==> src/rtl/fir_pkg.sv <==
package fir_pkg;
  typedef enum logic {
    ACC_WRAP = 1'b0,
    ACC_SAT  = 1'b1
  } acc_mode_e;

  typedef enum logic {
    ST_IDLE = 1'b0,
    ST_RUN  = 1'b1
  } loop_state_e;
endpackage

==> src/rtl/fir_bank.sv <==
// Single write port, single asynchronous read port register bank.
module fir_bank #(
  parameter int W     = 8,
  parameter int DEPTH = 8,
  localparam int AW   = (DEPTH > 1) ? $clog2(DEPTH) : 1
) (
  input  logic          clk,
  input  logic          we,
  input  logic [AW-1:0] waddr,
  input  logic [W-1:0]  wdata,
  input  logic [AW-1:0] raddr,
  output logic [W-1:0]  rdata
);
  logic [W-1:0] mem [DEPTH];

  always_ff @(posedge clk) begin
    if (we) mem[waddr] <= wdata;
  end

  assign rdata = mem[raddr];
endmodule

==> src/rtl/fir_agu.sv <==
// Address unit: ring head pointer, post-increment coefficient pointer,
// post-decrement sample pointer, all modulo TAPS.
module fir_agu #(
  parameter int TAPS = 8,
  localparam int AW  = (TAPS > 1) ? $clog2(TAPS) : 1
) (
  input  logic          clk,
  input  logic          rst_n,
  input  logic          wr_en,
  input  logic          load,
  input  logic          step,
  output logic [AW-1:0] wr_addr,
  output logic [AW-1:0] c_addr,
  output logic [AW-1:0] s_addr
);
  localparam logic [AW-1:0] LAST = AW'(TAPS - 1);

  function automatic logic [AW-1:0] mod_inc(input logic [AW-1:0] a);
    return (a == LAST) ? '0 : a + AW'(1);
  endfunction

  function automatic logic [AW-1:0] mod_dec(input logic [AW-1:0] a);
    return (a == '0) ? LAST : a - AW'(1);
  endfunction

  logic [AW-1:0] head_q, cptr_q, sptr_q;
  logic [AW-1:0] newest, second;

  assign newest  = mod_dec(head_q);
  assign second  = mod_dec(newest);
  assign wr_addr = head_q;
  assign c_addr  = load ? '0 : cptr_q;
  assign s_addr  = load ? newest : sptr_q;

  always_ff @(posedge clk) begin
    if (!rst_n) begin
      head_q <= '0;
      cptr_q <= '0;
      sptr_q <= '0;
    end else begin
      if (wr_en) head_q <= mod_inc(head_q);
      if (load) begin
        cptr_q <= mod_inc('0);
        sptr_q <= second;
      end else if (step) begin
        cptr_q <= mod_inc(cptr_q);
        sptr_q <= mod_dec(sptr_q);
      end
    end
  end
endmodule

==> src/rtl/fir_mac.sv <==
// Operand registers, multiplier, binary-point shift and accumulator.
module fir_mac #(
  parameter int DATA_W = 8,
  parameter int COEF_W = 8,
  parameter int ACC_W  = 12,
  parameter int SHIFT  = 4
) (
  input  logic              clk,
  input  logic              rst_n,
  input  logic              clr,
  input  logic              en,
  input  logic              sat,
  input  logic [DATA_W-1:0] x_in,
  input  logic [COEF_W-1:0] c_in,
  output logic [ACC_W-1:0]  acc_nx
);
  localparam int PW = DATA_W + COEF_W;
  localparam logic signed [ACC_W-1:0] MAXV = {1'b0, {(ACC_W-1){1'b1}}};
  localparam logic signed [ACC_W-1:0] MINV = {1'b1, {(ACC_W-1){1'b0}}};

  logic signed [DATA_W-1:0] mx_q;
  logic signed [COEF_W-1:0] my_q;
  logic signed [ACC_W-1:0]  acc_q;
  logic signed [PW-1:0]     prod, prod_sh;
  logic signed [ACC_W-1:0]  pext;
  logic signed [ACC_W:0]    sum;
  logic                     ovf;

  assign prod    = mx_q * my_q;
  assign prod_sh = prod >>> SHIFT;
  assign pext    = ACC_W'(prod_sh);
  assign sum     = {acc_q[ACC_W-1], acc_q} + {pext[ACC_W-1], pext};
  assign ovf     = sum[ACC_W] ^ sum[ACC_W-1];

  always_comb begin
    if (sat && ovf) acc_nx = sum[ACC_W] ? MINV : MAXV;
    else            acc_nx = sum[ACC_W-1:0];
  end

  always_ff @(posedge clk) begin
    if (!rst_n) begin
      mx_q  <= '0;
      my_q  <= '0;
      acc_q <= '0;
    end else if (clr) begin
      mx_q  <= x_in;
      my_q  <= c_in;
      acc_q <= '0;
    end else if (en) begin
      mx_q  <= x_in;
      my_q  <= c_in;
      acc_q <= acc_nx;
    end
  end
endmodule

==> src/rtl/fir_mac_engine.sv <==
module fir_mac_engine
  import fir_pkg::*;
#(
  parameter int TAPS   = 8,
  parameter int DATA_W = 8,
  parameter int COEF_W = 8,
  parameter int ACC_W  = 12,
  parameter int SHIFT  = 4
) (
  input  logic                    clk,
  input  logic                    rst_n,
  input  logic                    start,
  input  logic                    sat_mode,
  input  logic                    coef_we,
  input  logic [$clog2(TAPS)-1:0] coef_addr,
  input  logic [COEF_W-1:0]       coef_data,
  input  logic                    s_valid,
  output logic                    s_ready,
  input  logic [DATA_W-1:0]       s_data,
  output logic                    y_valid,
  input  logic                    y_ready,
  output logic [ACC_W-1:0]        y_data,
  output logic                    done
);
  localparam int AW = $clog2(TAPS);
  localparam logic [AW-1:0] LAST = AW'(TAPS - 1);

  loop_state_e   st_q;
  acc_mode_e     mode_q;
  logic [AW-1:0] cnt_q;
  logic          accept, step, last, wr_en;
  logic [AW-1:0] wr_addr, c_addr, s_addr;
  logic [DATA_W-1:0] x_rd;
  logic [COEF_W-1:0] c_rd;
  logic [ACC_W-1:0]  acc_nx;

  assign s_ready = (st_q == ST_IDLE);
  assign wr_en   = s_valid && s_ready;
  assign accept  = start && (st_q == ST_IDLE) && !y_valid;
  assign step    = (st_q == ST_RUN);
  assign last    = step && (cnt_q == LAST);

  fir_agu #(.TAPS(TAPS)) u_agu (
    .clk(clk), .rst_n(rst_n), .wr_en(wr_en), .load(accept), .step(step),
    .wr_addr(wr_addr), .c_addr(c_addr), .s_addr(s_addr)
  );

  fir_bank #(.W(DATA_W), .DEPTH(TAPS)) u_xbank (
    .clk(clk), .we(wr_en), .waddr(wr_addr), .wdata(s_data),
    .raddr(s_addr), .rdata(x_rd)
  );

  fir_bank #(.W(COEF_W), .DEPTH(TAPS)) u_cbank (
    .clk(clk), .we(coef_we), .waddr(coef_addr), .wdata(coef_data),
    .raddr(c_addr), .rdata(c_rd)
  );

  fir_mac #(.DATA_W(DATA_W), .COEF_W(COEF_W), .ACC_W(ACC_W), .SHIFT(SHIFT)) u_mac (
    .clk(clk), .rst_n(rst_n), .clr(accept), .en(step),
    .sat(mode_q == ACC_SAT), .x_in(x_rd), .c_in(c_rd), .acc_nx(acc_nx)
  );

  always_ff @(posedge clk) begin
    if (!rst_n) begin
      st_q    <= ST_IDLE;
      mode_q  <= ACC_WRAP;
      cnt_q   <= '0;
      y_valid <= 1'b0;
      y_data  <= '0;
      done    <= 1'b0;
    end else begin
      done <= last;
      if (accept) begin
        st_q   <= ST_RUN;
        cnt_q  <= '0;
        mode_q <= acc_mode_e'(sat_mode);
      end else if (step) begin
        cnt_q <= cnt_q + AW'(1);
        if (last) st_q <= ST_IDLE;
      end
      if (last) begin
        y_valid <= 1'b1;
        y_data  <= acc_nx;
      end else if (y_valid && y_ready) begin
        y_valid <= 1'b0;
      end
    end
  end
endmodule

==> config.mk <==
export PLATFORM = sky130hd
export DESIGN_NAME = fir_mac_engine
export DESIGN_NICKNAME = d
export VERILOG_FILES = /design/src/rtl/fir_pkg.sv /design/src/rtl/fir_bank.sv /design/src/rtl/fir_agu.sv /design/src/rtl/fir_mac.sv /design/src/rtl/fir_mac_engine.sv
export SDC_FILE = /design/constraint.sdc
export NUM_CORES = 1
export LEC_CHECK = 0
export BUFFER_PORTS_ARGS = -buffer_cell sky130_fd_sc_hd__buf_4
export CAP_MARGIN = 15
export CORE_MARGIN = 2
export CORE_UTILIZATION = 45
export DETAILED_ROUTE_END_ITERATION = 7
export PLACE_DENSITY = 0.67
export SYNTH_ARGS = -nofsm -noshare
export SYNTH_HDL_FRONTEND = slang
export SYNTH_SLANG_ARGS = --single-unit
==> constraint.sdc <==
create_clock -name clk -period 7.92 [get_ports clk]
set_clock_uncertainty 0.1 [all_clocks]
set_input_delay 0.396 -clock clk [delete_from_list [all_inputs] [get_ports clk]]
set_output_delay 0.396 -clock clk [all_outputs]
set_load 0.005 [all_outputs]
==> metrics.txt, run 1 <==
HPWL after DPL=14200 um; Starting Density=46.1%; crit path launch type=flop; number of global-route vias before repair=between 6k and 7k; initial antenna violation count=0; fraction of layout cells with a size suffix above 1=between 10% and 20%; Core Area=22800 um2; Synth warnings=0; Slew headroom=between 30% and 40%; maximum vdd ir drop=175 uV; max-slew violation count=0; clock sinks=184; Synth area leader=edfxtp_1; post-route clock period utilization=between 90 and 100%; Die Y-Extent=approximately 160 um; status=complete, no violations; Root Driver=clkbuf_16; Synth-to-Final Area Change=12.1%; Mapped Area=10500 um2; Detailed Route WL=just under 20000 um; count leader, synth=edfxtp_1; Max Cap Violations=0; routability cong.=0.818; Hold Fails Final Rpt=0; worst skew pair latency=around 0.43 ns; fmax=about 0.14 GHz; syn_area_per_cell=around 12 um2; synth cell count leaders=128 x edfxtp_1, 95 x inv_1, 61 x mux2i_1, 60 x nand2_1, 56 x dfxtp_1; DRC=0; GR Overflow Total=0; min-delay worst type=in -> reg; H-tree Lvls=4; Post-CTS Setup Repair Bufs=0; sequential cell area fraction in the yosys report=47.3%; post-cts sizing count=0; Mapped Cells=about 870; global-route wire length before repair=roughly 32000 um; total track usage=roughly 17%; EDFF count, synth=128; CP arrival=7.36 ns; DR WL/cell=15.7 um; leakage power=4.79 nW; overall power=~3.1 mW; TritonCTS Buffers=17; area of the die=about 25000 um2; Yosys cell types=70; Die Span X=157 um; Clock transition at path regs=around 0.08 ns; CTS Buffer Depth=2; Via Count=around 6.5k; largest net degree at the start of global routing=33; main flop type after synthesis=edfxtp_1; critical path fanouts, max=11; Antenna Nets Post-Route=0; flops & latches, synth=about 180; CP required=between 8 and 9 ns; Cell Pwr Density=about 270 nW/um2; TritonRoute pass-1 iters=6; Setup TNS=0 ns; Final #Nets=between 1k and 1.5k; Worst setup EP type=flop; ant diodes=0; worst-margin pin slew=between 0.9 and 1 ns; kind of critical path=reg -> reg; CTS tree=done; via density per instance=5.22; # rows=55; # IOs=41; asr flop ratio synth=0%; final setup fails=0; DR iter-0 viols=approximately 330; Synth area leaders=edfxtp_1 37%, dfxtp_1 11%, fa_1 10%; cts hold-fix bufs=0; I/O Buffers=40; top cell type's share of synthesized area=a little over a third; RSZ-0062 raised after global routing=no; Net Count, Synth=1006; post-layout minimum cycle time=7.19 ns
==> power breakdown <==
| part | internal [mW] | total [mW] | switching [mW] |
|---|---|---|---|
| logic | 0.485 | 1.18 | 0.693 |
| clock network | 0.427 | 0.844 | 0.417 |
| registers | 1.08 | 1.13 | 0.0499 |
==> final cells by class <==
cell class              instances  area, um2
clock buffers                  17        425
clock inverters                15        170
fillers                      1967      11000
inverters                      96        360
multi-input cells             568       5080
flip-flops and latches        184       4960
well taps                     313        392
repair buffers                 51        383
==> registers in the layout (all words and copies together) (netlist names) <==
name	flops
cnt_q	3
done	1
mode_q	1
st_q	1
u_agu.cptr_q	3
u_agu.sptr_q	3
u_agu.wr_addr	3
u_cbank.mem	64
u_mac.acc_q	12
u_mac.mx_q	8
u_mac.my_q	8
u_xbank.mem	64
y_data	12
y_valid	1
==> worst max-delay path: stages (launching register included) <==
cell      delay [ns]
dfxtp_1         0.51
nand2b_1        0.14
fa_1            0.52
fa_1            0.55
inv_1           0.06
fa_1            0.52
inv_1           0.05
fa_1            0.52
inv_1           0.04
ha_1            0.32
o21ai_0         0.09
o21bai_1        0.11
a2111o_1        0.42
a221oi_1        0.43
o21ai_0         0.19
xnor2_1         0.18
ha_1            0.40
nand2_1         0.09
or2_1           0.25
nor4_2          0.53
nor4_4          0.12
a21oi_1         0.69
a22oi_1         0.20
==> metal layers <==
metal | vias to the layer above | global-route usage (%) | wire [um]
li1 | 3192 | - | -
met1 | 3222 | 22.6 | 9040
met2 | 67 | 28.6 | 9860
met3 | 11 | 2.91 | 475
met4 | 0 | 4.37 | 165
met5 | - | 0 | 0
==> kinds of logic after synthesis <==
group           after synthesis  share of synthesized area, %
fa+ha+maj                   109                          16.9
buf+inv                     119                          4.54
xor+xnor                     26                          2.17
simple gates                202                          10.1
mux                          79                          9.48
compound gates              152                          9.48
flops                       184                          47.3
==> cell usage in the layout, fill, tap and decap left out, types with 25 or more instances in the layout <==
| master | count |
|---|---|
| dfxtp_1 | 56 |
| nand2_1 | 60 |
| nor2_1 | 38 |
| inv_1 | 95 |
| edfxtp_1 | 128 |
| buf_4 | 51 |
| fa_1 | 55 |
| a21oi_1 | 51 |
| ha_1 | 54 |
| mux2i_1 | 61 |
| and2_1 | 42 |
| o21ai_0 | 25 |
==> per-stage QoR <==
step                      utilization (%)  setup slack, ns  cells  instance area (um2)  hold slack (ns)
final                                51.7            0.734   1244                11800           0.0873
after global routing                 51.7            0.119   1244                11800           0.0725
after CTS                            51.7            0.733   1243                11800           0.0730
after detailed placement             49.0            0.748   1211                11200            0.350
after global placement               49.0            0.860   1211                11200            0.335
after floorplan                         -             1.71    871                10500            0.349
==> final timing paths <==
| path | from | slack (ns) | cells after the start | end |
|---|---|---|---|---|
| worst max-delay path | u_mac.my_q[7] | 0.73 | 22 | y_data[1] |
| worst max register to register | u_mac.my_q[7] | 0.73 | 22 | y_data[1] |
| worst min register to register | y_data[9] | 0.36 | 2 | y_data[9] |
| worst min-delay path | s_data[1] | 0.09 | 1 | u_xbank.mem[4][1] |
(Power assumes the default switching activity.)
==> run 2, diff against run 1 <==
- CELL_PAD_IN_SITES_DETAIL_PLACEMENT: not set -> 1
- CELL_PAD_IN_SITES_GLOBAL_PLACEMENT: not set -> 2
- CORE_UTILIZATION: 45 -> 44
- PLACE_DENSITY: 0.67 -> 0.87
==> metrics.txt, run 2 (synthesized netlist as in run 1, its figures left out) <==
Max Cap Violations=0 (unchanged); most frequent cells in the layout=128 x edfxtp_1, 95 x inv_1, 61 x mux2i_1; Die Span X=159 um (+1.1%); Setup WS pre-CTS=0.990 ns (+0.243 ns); routability cong.=0.787 (-3.7%); CP arrival=7.17 ns (-0.19 ns); setup slack, reg-to-reg=0.96 ns (+0.23 ns); Synth-to-Final Area Change=12.5%; Hold Crit Endpoint=u_cbank.mem[0][5]; Starting Density=44.7% (-1.4 points); Setup TNS=0 ns (unchanged); worst-margin pin slew=0.960 ns (+0.0559 ns); TritonRoute pass-1 iters=5 (-1); Fillers=2444 (+24%); crit path launch type=flop; Post-CTS Setup Repair Bufs=0 (unchanged); RSZ-0062 raised after global routing=no; critical path fanouts, max=10 (-1); final setup fails=0 (unchanged); CTS tree=done; Worst setup EP type=flop; R2R depth=22 (unchanged); post-route clock period utilization=87.9% (-2.9 points); global-route wire length before repair=36100 um (+11%); min-delay worst type=in -> reg; H-tree Lvls=4 (unchanged); Hold Crit Depth=1 (unchanged); Final #Nets=1055 (+0.19%); via density per instance=5.33 (+2.2%); RR Startpoint=u_mac.my_q[7]; leakage power=4.81 nW (+0.35%); Root Driver=clkbuf_16; Slew headroom=35.9% (-3.6 points); fin worst setup slack=0.960 ns (+0.226 ns); # rows=56 (+1.8%); Top Registers=u_cbank.mem (64), u_xbank.mem (64); clock sinks=184 (unchanged); Hold Path Origin=coef_data[5]; status=complete, no violations; Detailed Route WL=22500 um (+15%); maximum vdd ir drop=180 uV (+3.1%); crit path launch=u_mac.my_q[7]; TritonCTS Buffers=17 (unchanged); CTS Buffer Depth=2 (unchanged); kind of critical path=reg -> reg; family with the most delay on the worst path=adder cells; CP required=8.13 ns (+0.04 ns); area of the die=25100 um2 (+2.2%); Die Y-Extent=159 um (+1.1%); Via Count=6677 (+2.8%); DR iter-0 viols=264 (-21%); I/O Buffers=40 (unchanged); worst skew pair latency=0.45 ns (+0.02 ns); DR WL/cell=18.0 um (+15%); ant diodes=0 (unchanged); reg2reg end=u_mac.acc_q[10]; GR Overflow Total=0 (unchanged); cell mode on critical path=fa_1; max-slew violation count=0 (unchanged); # IOs=41 (unchanged); Cell Pwr Density=273 nW/um2 (+2.2%); WHS=0.0756 ns (-0.0117 ns); commonest non-fill, non-tap cell in the layout=edfxtp_1; CP max stage cell=fa_1; post-cts sizing count=0 (unchanged); Hold Fails Final Rpt=0 (unchanged); number of global-route vias before repair=6965 (+7.5%); post-layout minimum cycle time=6.96 ns (-0.226 ns); fmax=0.144 GHz (+3.2%); HPWL after DPL=16700 um (+17%); CP cell instances=nand2b_1 > fa_1 > fa_1 > inv_1 > fa_1 > inv_1 > fa_1 > inv_1 > ha_1 > o21ai_0 > o21bai_1 > a2111o_1 > a221oi_1 > o21ai_0 > xnor2_1 > ha_1 > nand2_1 > or2_1 > nor4_2 > nor4b_4 > a31oi_4 > a22oi_1; initial antenna violation count=0 (unchanged); Antenna Nets Post-Route=0 (unchanged); total track usage=19.0% (+2.1 points); cts hold-fix bufs=0 (unchanged); largest net degree at the start of global routing=33 (unchanged); CP peak stage delay=0.56 ns (-0.13 ns); worst path bufs/invs=3 (unchanged); Clock transition at path regs=0.08 ns (about the same); fraction of layout cells with a size suffix above 1=12.4% (+0.081 points); Core Area=23500 um2 (+3.0%); DRC=0 (unchanged)
## run 2: cell count changes in the layout (fill, tap and decap cells not counted)
cell      before  now
nor3_1         8    9
clkinv_2       2    0
buf_4         51   53
clkinv_8       4    3
nor3_2         1    0
inv_12         1    4
## run 2: worst max path at each step
stage	slack, ns	cells past startpoint	to
3_3_place_gp	1.20	22	u_mac.acc_q[2]
6_report	0.96	22	u_mac.acc_q[10]
2_1_floorplan	1.71	23	y_data[10]
3_5_place_dp	0.99	22	u_mac.acc_q[10]
5_1_grt	0.55	22	u_mac.acc_q[10]
4_1_cts	0.96	22	u_mac.acc_q[10]
## run 2: metrics by stage
step | std cells | power (mW) | utilization [%] | area [um2]
finish | 1252 | 3.23 | 50.3 | 11800
global placement | 1220 | 2.33 | 47.7 | 11200
CTS | 1252 | 3.26 | 50.3 | 11800
detailed placement | 1220 | 2.36 | 47.7 | 11200
floorplan | 871 | 2.11 | - | 10500
global route | 1252 | 3.44 | 50.3 | 11800
## run 2: final cells by class
class                   instances  area (um2)  area share (%)
clock buffers                  17         425            3.60
inverters                      96         360            3.05
well taps                     319         399            3.38
clock inverters                15         193            1.63
repair buffers                 53         398            3.37
multi-input cells             568        5070            43.0
flip-flops and latches        184        4960            42.0
## run 2: layer usage
metal / vias to the layer above / global-route usage [%] / wire length (um)
li1: 3191 / - / -
met5: - / 0 / 0
met2: 74 / 33.9 / 11800
met3: 22 / 3.38 / 584
met4: 0 / 5.15 / 316
met1: 3390 / 23.8 / 9850
## run 2: worst register-to-register path, cell delays in order, from the launching register on
cell	delay, ns
dfxtp_1	0.52
nand2b_1	0.14
fa_1	0.52
fa_1	0.56
inv_1	0.06
fa_1	0.53
inv_1	0.05
fa_1	0.53
inv_1	0.04
ha_1	0.32
o21ai_0	0.09
o21bai_1	0.12
a2111o_1	0.43
a221oi_1	0.46
o21ai_0	0.20
xnor2_1	0.18
ha_1	0.41
nand2_1	0.11
or2_1	0.26
nor4_2	0.52
nor4b_4	0.16
a31oi_4	0.35
a22oi_1	0.17
## run 2: where the power goes
group,leakage (nW),total [mW],switching (mW),internal (mW)
clock,0.297,0.889,0.451,0.438
sequential,1.62,1.13,0.0548,1.08
combinational,2.89,1.21,0.720,0.487
